===== config.mk =====
export PLATFORM = sky130hd
export DESIGN_NAME = ptp_tod_counter
export DESIGN_NICKNAME = d
export VERILOG_FILES = /design/src/rtl/ptp_tod_pkg.sv /design/src/rtl/ptp_incr_init.sv /design/src/rtl/ptp_accum.sv /design/src/rtl/ptp_tod_counter.sv
export SDC_FILE = /design/constraint.sdc
export NUM_CORES = 1
export LEC_CHECK = 0
export ABC_AREA = 1
export BUFFER_PORTS_ARGS = -buffer_cell sky130_fd_sc_hd__buf_2
export CAP_MARGIN = 40
export CORE_MARGIN = 2
export CORE_UTILIZATION = 35
export CTS_BUF_LIST = sky130_fd_sc_hd__clkbuf_4 sky130_fd_sc_hd__clkbuf_8
export DETAILED_ROUTE_END_ITERATION = 8
export HOLD_SLACK_MARGIN = 0.15
export PLACE_DENSITY_LB_ADDON = 0.05
export REMOVE_ABC_BUFFERS = 1
export SYNTH_ARGS = -nofsm -noshare
export SYNTH_HDL_FRONTEND = slang
export SYNTH_SLANG_ARGS = --single-unit

===== constraint.sdc =====
create_clock -name clk -period 3.22 [get_ports clk]
set_clock_uncertainty 0.1 [all_clocks]
set_input_delay 0.161 -clock clk [delete_from_list [all_inputs] [get_ports clk]]
set_output_delay 0.161 -clock clk [all_outputs]
set_load 0.02 [all_outputs]

===== src/rtl/ptp_tod_pkg.sv =====
package ptp_tod_pkg;
    typedef enum logic [1:0] {
        ST_LATCH   = 2'd0,
        ST_DIVIDE  = 2'd1,
        ST_PUBLISH = 2'd2,
        ST_DONE    = 2'd3
    } init_st_e;

    typedef enum logic [1:0] {
        A_CTRL = 2'd0,
        A_FRAC = 2'd1,
        A_NS   = 2'd2,
        A_INCR = 2'd3
    } reg_addr_e;
endpackage


===== src/rtl/ptp_incr_init.sv =====
module ptp_incr_init
    import ptp_tod_pkg::*;
#(
    parameter int BASE_RATIO   = 20,
    parameter int FRAC_W       = 32,
    parameter int MULT_W       = 6,
    parameter int MULT_LSB     = 33,
    parameter int DEFAULT_MULT = 16,
    parameter int INC_W        = 64
) (
    input  logic             clk,
    input  logic             rst_n,
    input  logic [63:0]      strap_word,
    input  logic             strap_valid,
    output logic             publish,
    output logic             done,
    output logic [INC_W-1:0] incr_default
);
    localparam int DVD_W = $clog2(BASE_RATIO + 1) + FRAC_W;
    localparam int CNT_W = $clog2(DVD_W + 1);
    localparam int PRD_W = DVD_W + MULT_W;
    localparam logic [DVD_W-1:0] DVD_INIT = DVD_W'(BASE_RATIO) << FRAC_W;

    init_st_e          st_q, st_d;
    logic [MULT_W-1:0] div_q, rem_q, mult_sel;
    logic [DVD_W-1:0]  dvd_q, quo_q;
    logic [CNT_W-1:0]  cnt_q;
    logic [MULT_W:0]   rem_sh;
    logic              q_bit;

    assign mult_sel = (strap_valid && strap_word[MULT_LSB +: MULT_W] != '0)
                      ? strap_word[MULT_LSB +: MULT_W] : MULT_W'(DEFAULT_MULT);
    assign rem_sh   = {rem_q, dvd_q[DVD_W-1]};
    assign q_bit    = rem_sh >= {1'b0, div_q};

    // state register
    always_ff @(posedge clk) begin
        if (!rst_n) st_q <= ST_LATCH;
        else        st_q <= st_d;
    end

    always_comb begin
        st_d = st_q;
        unique case (st_q)
            ST_LATCH:   st_d = ST_DIVIDE;
            ST_DIVIDE:  if (cnt_q == CNT_W'(DVD_W - 1)) st_d = ST_PUBLISH;
            ST_PUBLISH: st_d = ST_DONE;
            ST_DONE:    st_d = ST_DONE;
        endcase
    end

    // division datapath
    always_ff @(posedge clk) begin
        if (!rst_n) begin
            div_q <= '0; rem_q <= '0; dvd_q <= '0; quo_q <= '0; cnt_q <= '0;
        end else begin
            unique case (st_q)
                ST_LATCH: begin
                    div_q <= mult_sel;
                    dvd_q <= DVD_INIT;
                    rem_q <= '0;
                    quo_q <= '0;
                    cnt_q <= '0;
                end
                ST_DIVIDE: begin
                    rem_q <= q_bit ? MULT_W'(rem_sh - {1'b0, div_q}) : rem_sh[MULT_W-1:0];
                    quo_q <= {quo_q[DVD_W-2:0], q_bit};
                    dvd_q <= dvd_q << 1;
                    cnt_q <= cnt_q + 1'b1;
                end
                default: ;
            endcase
        end
    end

    // outputs
    always_comb begin
        publish      = (st_q == ST_PUBLISH);
        done         = (st_q == ST_DONE);
        incr_default = INC_W'(quo_q);
    end

    p_done_sticky_r1: assert property (@(posedge clk) disable iff (!rst_n)
        done |=> done);
    p_quotient_r2: assert property (@(posedge clk) disable iff (!rst_n)
        publish |-> ((PRD_W'(quo_q) * PRD_W'(div_q) <= PRD_W'(DVD_INIT)) &&
                     (PRD_W'(DVD_INIT) - PRD_W'(quo_q) * PRD_W'(div_q) < PRD_W'(div_q))));
endmodule


===== src/rtl/ptp_accum.sv =====
module ptp_accum #(
    parameter int NS_W   = 64,
    parameter int FRAC_W = 32,
    parameter int INC_W  = 64
) (
    input  logic              clk,
    input  logic              rst_n,
    input  logic              en,
    input  logic              ld,
    input  logic [NS_W-1:0]   ld_ns,
    input  logic [INC_W-1:0]  incr,
    output logic [NS_W-1:0]   ns,
    output logic [FRAC_W-1:0] frac
);
    localparam int ACC_W = NS_W + FRAC_W;

    logic [ACC_W-1:0] sum;
    assign sum = {ns, frac} + ACC_W'(incr);

    always_ff @(posedge clk) begin
        if (!rst_n) begin
            ns   <= '0;
            frac <= '0;
        end else if (ld) begin
            ns   <= ld_ns;
            frac <= '0;
        end else if (en) begin
            {ns, frac} <= sum;
        end
    end

    p_step_r4: assert property (@(posedge clk) disable iff (!rst_n)
        (en && !ld) |=> {ns, frac} == $past({ns, frac}) + ACC_W'($past(incr)));
    p_hold_r5: assert property (@(posedge clk) disable iff (!rst_n)
        (!en && !ld) |=> $stable({ns, frac}));
    p_load_r7: assert property (@(posedge clk) disable iff (!rst_n)
        ld |=> (ns == $past(ld_ns)) && (frac == '0));
endmodule


===== src/rtl/ptp_tod_counter.sv =====
module ptp_tod_counter
    import ptp_tod_pkg::*;
#(
    parameter int NS_W         = 64,
    parameter int FRAC_W       = 32,
    parameter int INT_INC_W    = 32,
    parameter int MULT_W       = 6,
    parameter int MULT_LSB     = 33,
    parameter int DEFAULT_MULT = 16,
    parameter int BASE_RATIO   = 20,
    parameter int DATA_W       = 64
) (
    input  logic              clk,
    input  logic              rst_n,
    input  logic [63:0]       strap_word,
    input  logic              strap_valid,
    input  logic              reg_wr,
    input  logic              reg_rd,
    input  logic [1:0]        reg_addr,
    input  logic [DATA_W-1:0] reg_wdata,
    output logic [DATA_W-1:0] reg_rdata,
    output logic              init_done
);
    localparam int INC_W = INT_INC_W + FRAC_W;

    logic [INC_W-1:0]  incr_q, incr_default;
    logic [NS_W-1:0]   acc_ns;
    logic [FRAC_W-1:0] acc_frac, shadow_q;
    logic              en_q, publish, wr_ok;
    reg_addr_e         addr;

    assign addr  = reg_addr_e'(reg_addr);
    assign wr_ok = reg_wr && init_done;

    ptp_incr_init #(
        .BASE_RATIO(BASE_RATIO), .FRAC_W(FRAC_W), .MULT_W(MULT_W),
        .MULT_LSB(MULT_LSB), .DEFAULT_MULT(DEFAULT_MULT), .INC_W(INC_W)
    ) u_init (
        .clk(clk), .rst_n(rst_n), .strap_word(strap_word), .strap_valid(strap_valid),
        .publish(publish), .done(init_done), .incr_default(incr_default)
    );

    ptp_accum #(.NS_W(NS_W), .FRAC_W(FRAC_W), .INC_W(INC_W)) u_accum (
        .clk(clk), .rst_n(rst_n), .en(en_q),
        .ld(wr_ok && addr == A_NS), .ld_ns(NS_W'(reg_wdata)),
        .incr(incr_q), .ns(acc_ns), .frac(acc_frac)
    );

    always_ff @(posedge clk) begin
        if (!rst_n) begin
            en_q   <= 1'b0;
            incr_q <= '0;
        end else begin
            if (publish)                     incr_q <= incr_default;
            else if (wr_ok && addr == A_INCR) incr_q <= INC_W'(reg_wdata);
            if (wr_ok && addr == A_CTRL)     en_q   <= reg_wdata[0];
        end
    end

    always_ff @(posedge clk) begin
        if (!rst_n) begin
            shadow_q  <= '0;
            reg_rdata <= '0;
        end else if (reg_rd) begin
            unique case (addr)
                A_CTRL: reg_rdata <= DATA_W'(en_q);
                A_FRAC: reg_rdata <= DATA_W'(shadow_q);
                A_NS: begin
                    reg_rdata <= DATA_W'(acc_ns);
                    shadow_q  <= acc_frac;
                end
                A_INCR: reg_rdata <= DATA_W'(incr_q);
            endcase
        end
    end

    p_no_enable_early_r3: assert property (@(posedge clk) disable iff (!rst_n)
        !init_done |-> !en_q);
    p_incr_kept_r6: assert property (@(posedge clk) disable iff (!rst_n)
        (init_done && !(wr_ok && addr == A_INCR)) |=> $stable(incr_q));
    p_shadow_r8: assert property (@(posedge clk) disable iff (!rst_n)
        (reg_rd && addr == A_NS) |=> (shadow_q == $past(acc_frac)) &&
                                     (reg_rdata == DATA_W'($past(acc_ns))));
endmodule


# --- Yosys cells after proc, flatten, opt, wreduce, memory -nomap -nowiden ---
# Cells that the tools add are included.
totals:
  regBits: 351
  wordCells: 54
op_classes:
  mux: 13
  n_addsub: 3
  reduce_logical: 15
  bitwise_logic: 1
  magnitude_cmp: 1
  eq_ne: 8
op_table:
  columns: ["cell", "count"]
  rows:
  - ["64-bit one-hot mux with 4 select lines", 1]
  - ["37-bit one-hot mux with 2 select lines", 2]
  - ["64-bit 2-to-1 mux", 2]
  - ["96-bit by 64-bit adder with 96-bit output", 1]
  - ["37-bit 2-to-1 mux", 2]
  - ["6-bit one-hot mux with 2 select lines", 2]
  - ["6-bit 2-to-1 mux", 2]
  - ["2-bit == test (second input constant)", 4]
  - ["7-bit by 6-bit >= comparator with 1-bit output", 1]
  - ["6-bit by 1-bit adder with 6-bit output (second input constant)", 1]
  - ["6-bit == test (second input constant)", 1]
  - ["2-bit one-hot mux with 3 select lines", 1]
  - ["2-bit nonzero test", 3]
  - ["6-bit nonzero test", 1]
  - ["2-bit OR reduction", 3]
  - ["6-bit subtractor", 1]
  - ["1-bit logical AND", 5]
  - ["2-bit by 1-bit == test with 1-bit output (second input constant)", 2]
  - ["2-bit logical NOT", 2]
  - ["2-bit 2-to-1 mux", 1]
  - ["2-bit by 1-bit != test with 1-bit output (second input constant)", 1]
  - ["2-bit AND reduction", 1]
  - ["1-bit NOT", 1]

# --- Depth between registers and ports, before layout ---
# Gate-level depths: netlist of the first run.
logic_depth:
  word_depth: 5
  ltp_mapped: 17

# --- By module ---
# Synthesis of the first run repeated with hierarchy kept, for this count alone.
unflattened:
  cells_unflattened: 3653
  area_unflattened_um2: 21744.6
by_module_without_submodules:
  columns: ["module", "seq_area_each_um2", "area_per_inst_um2", "cells_each", "n_inst"]
  rows:
  - ["ptp_accum", 1921.8, 11613.6, 2170, 1]
  - ["ptp_tod_counter", 3223.1, 7314.5, 1108, 1]
  - ["ptp_incr_init", 1201.2, 2816.5, 375, 1]

# --- Worst setup path after synthesis of the first run ---
# OpenSTA, ideal clock, no wires.
synth_timing:
  path_kind: "reg-to-reg"
  from: "register incr_q[0]"
  to: "register u_accum.ns[12]"
  stages_incl_launch_ff: 14
  synth_period_minus_slack_ps: 2199
  n_path_buf: 0
  arrival_time_ps: 1966
  setup_slack_ps: 1021
  path_cell_list: "dfxtp_1 > ha_1 > fa_1 > nand3_1 > nand3_1 > nand2_1 > nand2_2 > nand2_1 > nand2_1 > nand2_1 > nand3b_1 > or2_2 > nand3_1 > a21oi_1"
synth_between:
  elab_chain_len: 3
synth_lines:
  columns: ["item", "line", "source"]
  rows:
  - ["from (decl)", "ptp_tod_counter.sv:26", "logic [INC_W-1:0] incr_q, incr_default;"]
  - ["from (signal assigned)", "ptp_tod_counter.sv:54", "if (publish) incr_q <= incr_default;"]
  - ["from (signal assigned)", "ptp_tod_counter.sv:55", "else if (wr_ok && addr == A_INCR) incr_q <= INC_W'(reg_wdata);"]
  - ["96-bit by 64-bit adder with 96-bit output", "ptp_accum.sv:18", "assign sum = {ns, frac} + ACC_W'(incr);"]
  - ["64-bit 2-to-1 mux", "ptp_accum.sv:27", "end else if (en) begin"]
  - ["64-bit 2-to-1 mux", "ptp_accum.sv:24", "end else if (ld) begin"]
  - ["to (signal assigned)", "ptp_accum.sv:25", "ns <= ld_ns;"]
  - ["to (signal assigned)", "ptp_accum.sv:28", "{ns, frac} <= sum;"]
  - ["to (decl)", "ptp_accum.sv:12", "output logic [NS_W-1:0] ns,"]
# No other way between the ends. The select of a mux whose other input is x is not followed.
# A chain may end at the register's enable or synchronous reset.

# --- Worst setup path after layout of the first run ---
layout_timing:
  from: "register incr_q[43]"
  to: "register u_accum.ns[13]"
# Same word-level chain as after synthesis.

==> results of run 1 <==
==> path summary, 6_finish.rpt <==
kind,startpoint,end,cells past startpoint
max reg2reg,incr_q[43],u_accum.ns[13],11
max,incr_q[43],u_accum.ns[13],11
min reg2reg,shadow_q[13],shadow_q[13],2
min,reg_wdata[38],incr_q[38],4
==> critical path, delay by kind of cell (launching register included) <==
kind                     cells  cell delay, ns
AO/OA/AOI/OAI                2            0.47
flip-flops                   1            0.48
adder cells (fa/ha/maj)      1            0.33
buffers and inverters        2            0.13
AND/OR/NAND/NOR              6            1.36
==> cell type report <==
cell class | instances | area, sq um
antenna | 1 | 2.50
tap | 773 | 967
clock buffer | 82 | 1060
multi-input combinational | 2503 | 12000
inverter | 596 | 2240
sequential | 317 | 6350
timing repair buffer | 319 | 2420
clock inverter | 21 | 236
fill | 6589 | 34000
==> metal layers <==
layer	wire length [microns]	GRT usage	up-vias
met5	0	0	-
met4	3260	0.0979	0
met3	4920	0.0335	122
met2	45200	0.521	655
met1	43400	0.401	11000
li1	-	-	11600
==> registers in the layout, summed over array words and instances, names as in the netlist <==
signal        count
u_init.st_q       2
en_q              1
u_init.cnt_q      6
u_init.div_q      6
reg_rdata        64
u_init.rem_q      6
u_accum.frac     32
u_accum.ns       64
u_init.quo_q     37
shadow_q         32
incr_q           64
u_init.dvd_q      3
==> cell usage after synthesis, types with 3 or more instances <==
library cell,instances,area share
a21oi_1,243,0.058
buf_4,5,0.0018
ha_1,72,0.043
clkbuf_1,88,0.016
nand4_1,28,0.0083
nor3_1,15,0.0036
o211ai_1,4,0.0014
nand2_1,1218,0.22
buf_2,22,0.0052
nand3b_1,13,0.0046
o21a_1,3,0.0011
nor3_2,9,0.0043
nor2_4,8,0.0043
o21ai_0,205,0.049
a31oi_1,70,0.021
nand3_1,157,0.037
nand2_2,23,0.0068
nand3b_2,3,0.0016
dfxtp_1,317,0.30
xor2_1,36,0.015
inv_1,570,0.10
buf_1,7,0.0012
nor3b_1,3,0.0011
o221ai_1,32,0.013
or2_2,8,0.0024
nor2_1,275,0.049
nor4_1,6,0.0018
nor2_2,38,0.011
inv_2,24,0.0043
o22ai_1,10,0.0030
nor3_4,3,0.0023
xnor2_1,7,0.0029
==> kinds of logic (layout without fill, tap and decap cells) <==
logic type	after synthesis	after routing	share of synthesized area
flops	317	317	0.301
simple gates	1811	1811	0.357
buf+inv	719	1018	0.131
other cells	0	1	0
fa+ha+maj	74	74	0.0446
compound gates	575	575	0.149
xor+xnor	43	43	0.0179
==> timing repair <==
item | CTS | global route
buffers inserted | 0 | 0
resized for setup | 0 | 6
endpoints found under the setup margin | 0 | 1
hold endpoints to repair | 203 | 0
hold buffers | 125 | 0
==> power groups by stage <==
stage                     Sequential [mW]  Combinational [mW]  Clock, mW
after floorplan                      4.19               0.636          0
after global placement               4.20               0.995          0
after detailed placement             4.20                1.02          0
after CTS                            4.12                1.14       4.46
after global routing                 4.13                1.27       4.63
final                                4.12                1.15       4.36
==> summary.md, run 1 <==
| Metric | Value |
|---|---|
| Placed instance area | 0.0227 sq mm |
| DRC viols | 0 |
| Slew HR | 0.370 |
| FP Rows | 89 |
| Clk pwr share | 0.453 |
| Critical Path RT | approximately 3.7 ns |
| Final wirelength | roughly 97000 microns |
| RSZ-0062 raised after global routing | false |
| Worst Tran Pin Value | 0.945 ns |
| Vias in the first global route | between 20000 and 25000 |
| Asr flop ratio synth | 0 |
| CP startpoint kind | flop |
| Clock latency on the worst-skew pair | approximately 0.7 ns |
| Switching Share | 0.281 |
| Die height | around 250 microns |
| Die X | approximately 250 microns |
| Power Dens Cells | 381 mW/mm^2 |
| H-tree levels | 2 |
| Peak Freq | around 0.33 GHz |
| Antenna violations before repair | 1 |
| Post-synth EDFFs | 0 |
| CTS tree | built |
| Final WS setup | between 0.15 and 0.2 ns |
| Setup WS pre-CTS | 0.269 ns |
| Area growth, synth to finish | 20.0% |
| Tot GR Track Use | 0.305 |
| FF+latch count, synth | about 320 |
| # clock sinks | 317 |
| First-pass GRT wire length | ~140000 microns |
| Commonest non-fill, non-tap cell in the layout | nand2_1 |
| Post-route minimum period | approximately 3.0 ns |
| CP arrival | between 3 and 4 ns |
| Yosys warns | 0 |
| I/O Pins | 200 |
| Logic pwr share | 0.120 |
| Crit path kind | reg -> reg |
| Global placement routability congestion | 0.978 |
| FF-to-FF setup slack | approximately 0.18 ns |
| Commonest cells after routing, fill and taps aside | nand2_1, inv_1, dfxtp_1 |
| Post-Layout Cell Count | between 4000 and 5000 |
| Flop pwr share | 0.428 |
| Pins Over Slew Limit | 0 |
| Max Root-Sink Buffers | 3 |
| Top FF cell, synth | dfxtp_1 |
| Remaining antenna violation count | 0 |
| Die area | 0.0622 sq mm |
| Final instance area | roughly 0.025 sq mm |
| Cells after Synth | between 3000 and 4000 |
| Vias | about 23000 |
| Internal Power | 6.93 mW |
| Tot Pwr | around 9.6 mW |
| Status | finished, final reports clean |
| Setup TNS | 0 ns |
| Mapped cell area | between 0.02 and 0.025 sq mm |
| Root Buffer | clkbuf_8 |
| Layout Utilization | 0.427 |
| Min-delay worst type | in -> reg |
| Core area | between 0.05 and 0.06 sq mm |
| Detailed Routing Iterations Pass 1 | 6 |
| Psw | 2.71 mW |
| CP Max Fanout | 5 |
| Yosys cell types | 43 |
| CP Capture Type | flop |
| Routed wire length per instance | around 21 microns |
| # port buffers | 141 |
| Initial DRC count | roughly 1800 |
| Avg Inst Size Synth | 5.96 sq um |
| Global route overflow | 0 |
| Worst stage delay on the critical path | between 0.4 and 0.5 ns |
| Reg clk slew, reported paths | around 0.060 ns |
| Static Leak | 12.1 nW |
| MaxCap Viol Count | 0 |
| CP Cell Sequence | ha_1 -> nand2_1 -> inv_1 -> nand2_1 -> inv_1 -> a21oi_1 -> nand2_1 -> nand3b_1 -> or2_2 -> nand3_1 -> a21oi_1 |
| Post-synthesis sequential area ratio | 0.301 |
| Most common cell on crit path | nand2_1 |
| # nets final | approximately 4000 |
| Detailed placement HPWL | between 70000 and 80000 microns |
| Period utilization | 0.943 |
| Vias/cell | between 5 and 6 |
| TritonCTS Buffers | 60 |
| Share of cells above drive strength 1 | 0.113 |
| Crit-path slowest cell | dfxtp_1 |
| Fin. Hold Viols | 0 |
| Final setup viols | 0 |
| Initial Util | 0.355 |
| Final hold slack | approximately 0.17 ns |
| Dpl cells | 4383 |
| Largest net degree at the start of global routing | 78 |
| Max IR drop VDD | approximately 480 uV |
No activity file was read; power rests on OpenSTA's default activity.
==> run 2: changes to the inputs <==
CORE_MARGIN = 1.5   (was 2)
PLACE_DENSITY = 0.52   (was unset)
PLACE_DENSITY_LB_ADDON = unset   (was 0.05)
==> summary.md, run 2 (same netlist as run 1, synthesis figures left out) <==
| Metric | Value |
|---|---|
| Die X | roughly 250 microns |
| Die area | ~0.062 sq mm |
| Detailed Routing Iterations Pass 1 | 9 |
| Share of cells above drive strength 1 | 0.110 |
| TritonCTS Buffers | between 50 and 60 |
| CP arrival | ~3.4 ns |
| Final wirelength | 89200 microns |
| FP Rows | 89 |
| Critical Path RT | approximately 3.7 ns |
| Vias | roughly 23000 |
| # port buffers | between 100 and 150 |
| DRC viols | 8 |
| Vias in the first global route | roughly 22000 |
| I/O Pins | 200 |
| Antenna violations before repair | 1 |
| CP startpoint kind | flop |
| Clock latency on the worst-skew pair | 0.71 ns |
| Fin. Hold Viols | 0 |
| Setup TNS | 0 ns |
| Commonest cells after routing, fill and taps aside | nand2_1, inv_1, dfxtp_1 |
| Peak Freq | 0.344 GHz |
| Multi-input gate area | 0.0120 sq mm |
| Failing checks | design-rule violations |
| Vias/cell | between 4 and 5 |
| Pins Over Slew Limit | 0 |
| # clock sinks | 317 |
| Remaining antenna violation count | 0 |
| RSZ-0062 raised after global routing | false |
| Fill count | between 6000 and 7000 |
| Area growth, synth to finish | 19.0% |
| Root Buffer | clkbuf_8 |
| Max Root-Sink Buffers | 3 |
| Post-CTS Hold Fix Bufs | 120 |
| Post_cts resized | 0 |
| Reg clk slew, reported paths | approximately 0.06 ns |
| Postcts setup bufs | 0 |
| Crit path kind | reg -> reg |
| Period utilization | 0.904 |
| # nets final | between 3000 and 4000 |
| H-tree levels | 2 |
| Static Leak | around 12 nW |
| Post-route minimum period | 2.91 ns |
| MaxCap Viol Count | 0 |
| Slew HR | 0.432 |
| Worst Tran Pin Value | between 0.8 and 0.9 ns |
| CTS tree | built |
| Max IR drop VDD | 270 uV |
| Power Dens Cells | approximately 380 mW/mm^2 |
| Tot GR Track Use | 0.284 |
| Global placement routability congestion | a little over 1 |
| Commonest non-fill, non-tap cell in the layout | nand2_1 |
| CP Capture Type | flop |
| FF+latch area | between 0.006 and 0.007 sq mm |
| Global route overflow | 0 |
| Initial DRC count | about 1700 |
| Min-delay worst type | in -> reg |
| Final setup viols | 0 |
| CP Max Fanout | 5 |
| Routed wire length per instance | approximately 19 microns |
| Final WS setup | roughly 0.31 ns |
| First-pass GRT wire length | roughly 130000 microns |
| Detailed placement HPWL | roughly 70000 microns |
| Core area | around 0.06 sq mm |
| Largest registers | incr_q (64), reg_rdata (64), u_accum.ns (64) |
| Setup WS pre-CTS | 0.423 ns |
| Largest net degree at the start of global routing | between 70 and 80 |
| # diodes | 0 |
| Status | finished, violations left |
| Initial Util | 0.356 |
| Die height | between 200 and 250 microns |
==> run 2: routing by layer <==
layer / global-route usage / up-vias / routed length, microns
met1: 0.378 / 10500 / 40900
met3: 0.0312 / 129 / 4330
met2: 0.476 / 600 / 41000
met5: 0 / - / 13
met4: 0.0943 / 2 / 2950
li1: - / 11600 / -
==> run 2: worst paths after layout <==
path                                startpoint  depth (start not counted)  slack, ns              to
worst max-delay path            u_accum.ns[19]                         13       0.31  u_accum.ns[50]
worst min-delay path             reg_wdata[44]                          4       0.19      incr_q[44]
worst max register to register  u_accum.ns[19]                         13       0.31  u_accum.ns[50]
worst min register to register    shadow_q[15]                          2       0.35    shadow_q[15]
==> run 2: where the power goes <==
| part | switching, mW | total, mW | internal, mW |
|---|---|---|---|
| sequential | 0.0848 | 4.12 | 4.03 |
| combinational | 0.697 | 1.13 | 0.432 |
| clock | 1.89 | 4.24 | 2.35 |
| total | 2.67 | 9.49 | 6.82 |
==> run 2: metrics by stage <==
stage          hold slack [ns]  power [mW]  instance area [sq um]  utilization  instances
2_1_floorplan            0.154        4.83                  20600            -       3416
3_3_place_gp             0.317        5.21                  22600        0.381       4368
3_5_place_dp             0.313        5.22                  22600        0.382       4373
4_1_cts                  0.151        9.59                  25100        0.424       4598
5_1_grt                  0.201        9.91                  25100        0.424       4598
6_report                 0.187        9.49                  25100        0.424       4598
==> run 2: final cells by class <==
cell class | count | area share
multi-input cells | 2503 | 0.479
flip-flops and latches | 317 | 0.253
repair buffers | 304 | 0.0907
inverters | 596 | 0.0893
clock buffers | 88 | 0.0438
well taps | 773 | 0.0385
clock inverters | 17 | 0.00638
==> run 2: critical path, cell delays in order, from the launching register on <==
cell and delay, ns:
dfxtp_1 0.40, ha_1 0.42, nand2_1 0.13, nor2_1 0.28
nand2_1 0.16, inv_1 0.09, nand3_1 0.19, nor2_1 0.30
nand3_1 0.26, nand3_1 0.16, nand2_1 0.05, nand2_1 0.05
nand2_1 0.06, a21oi_2 0.14
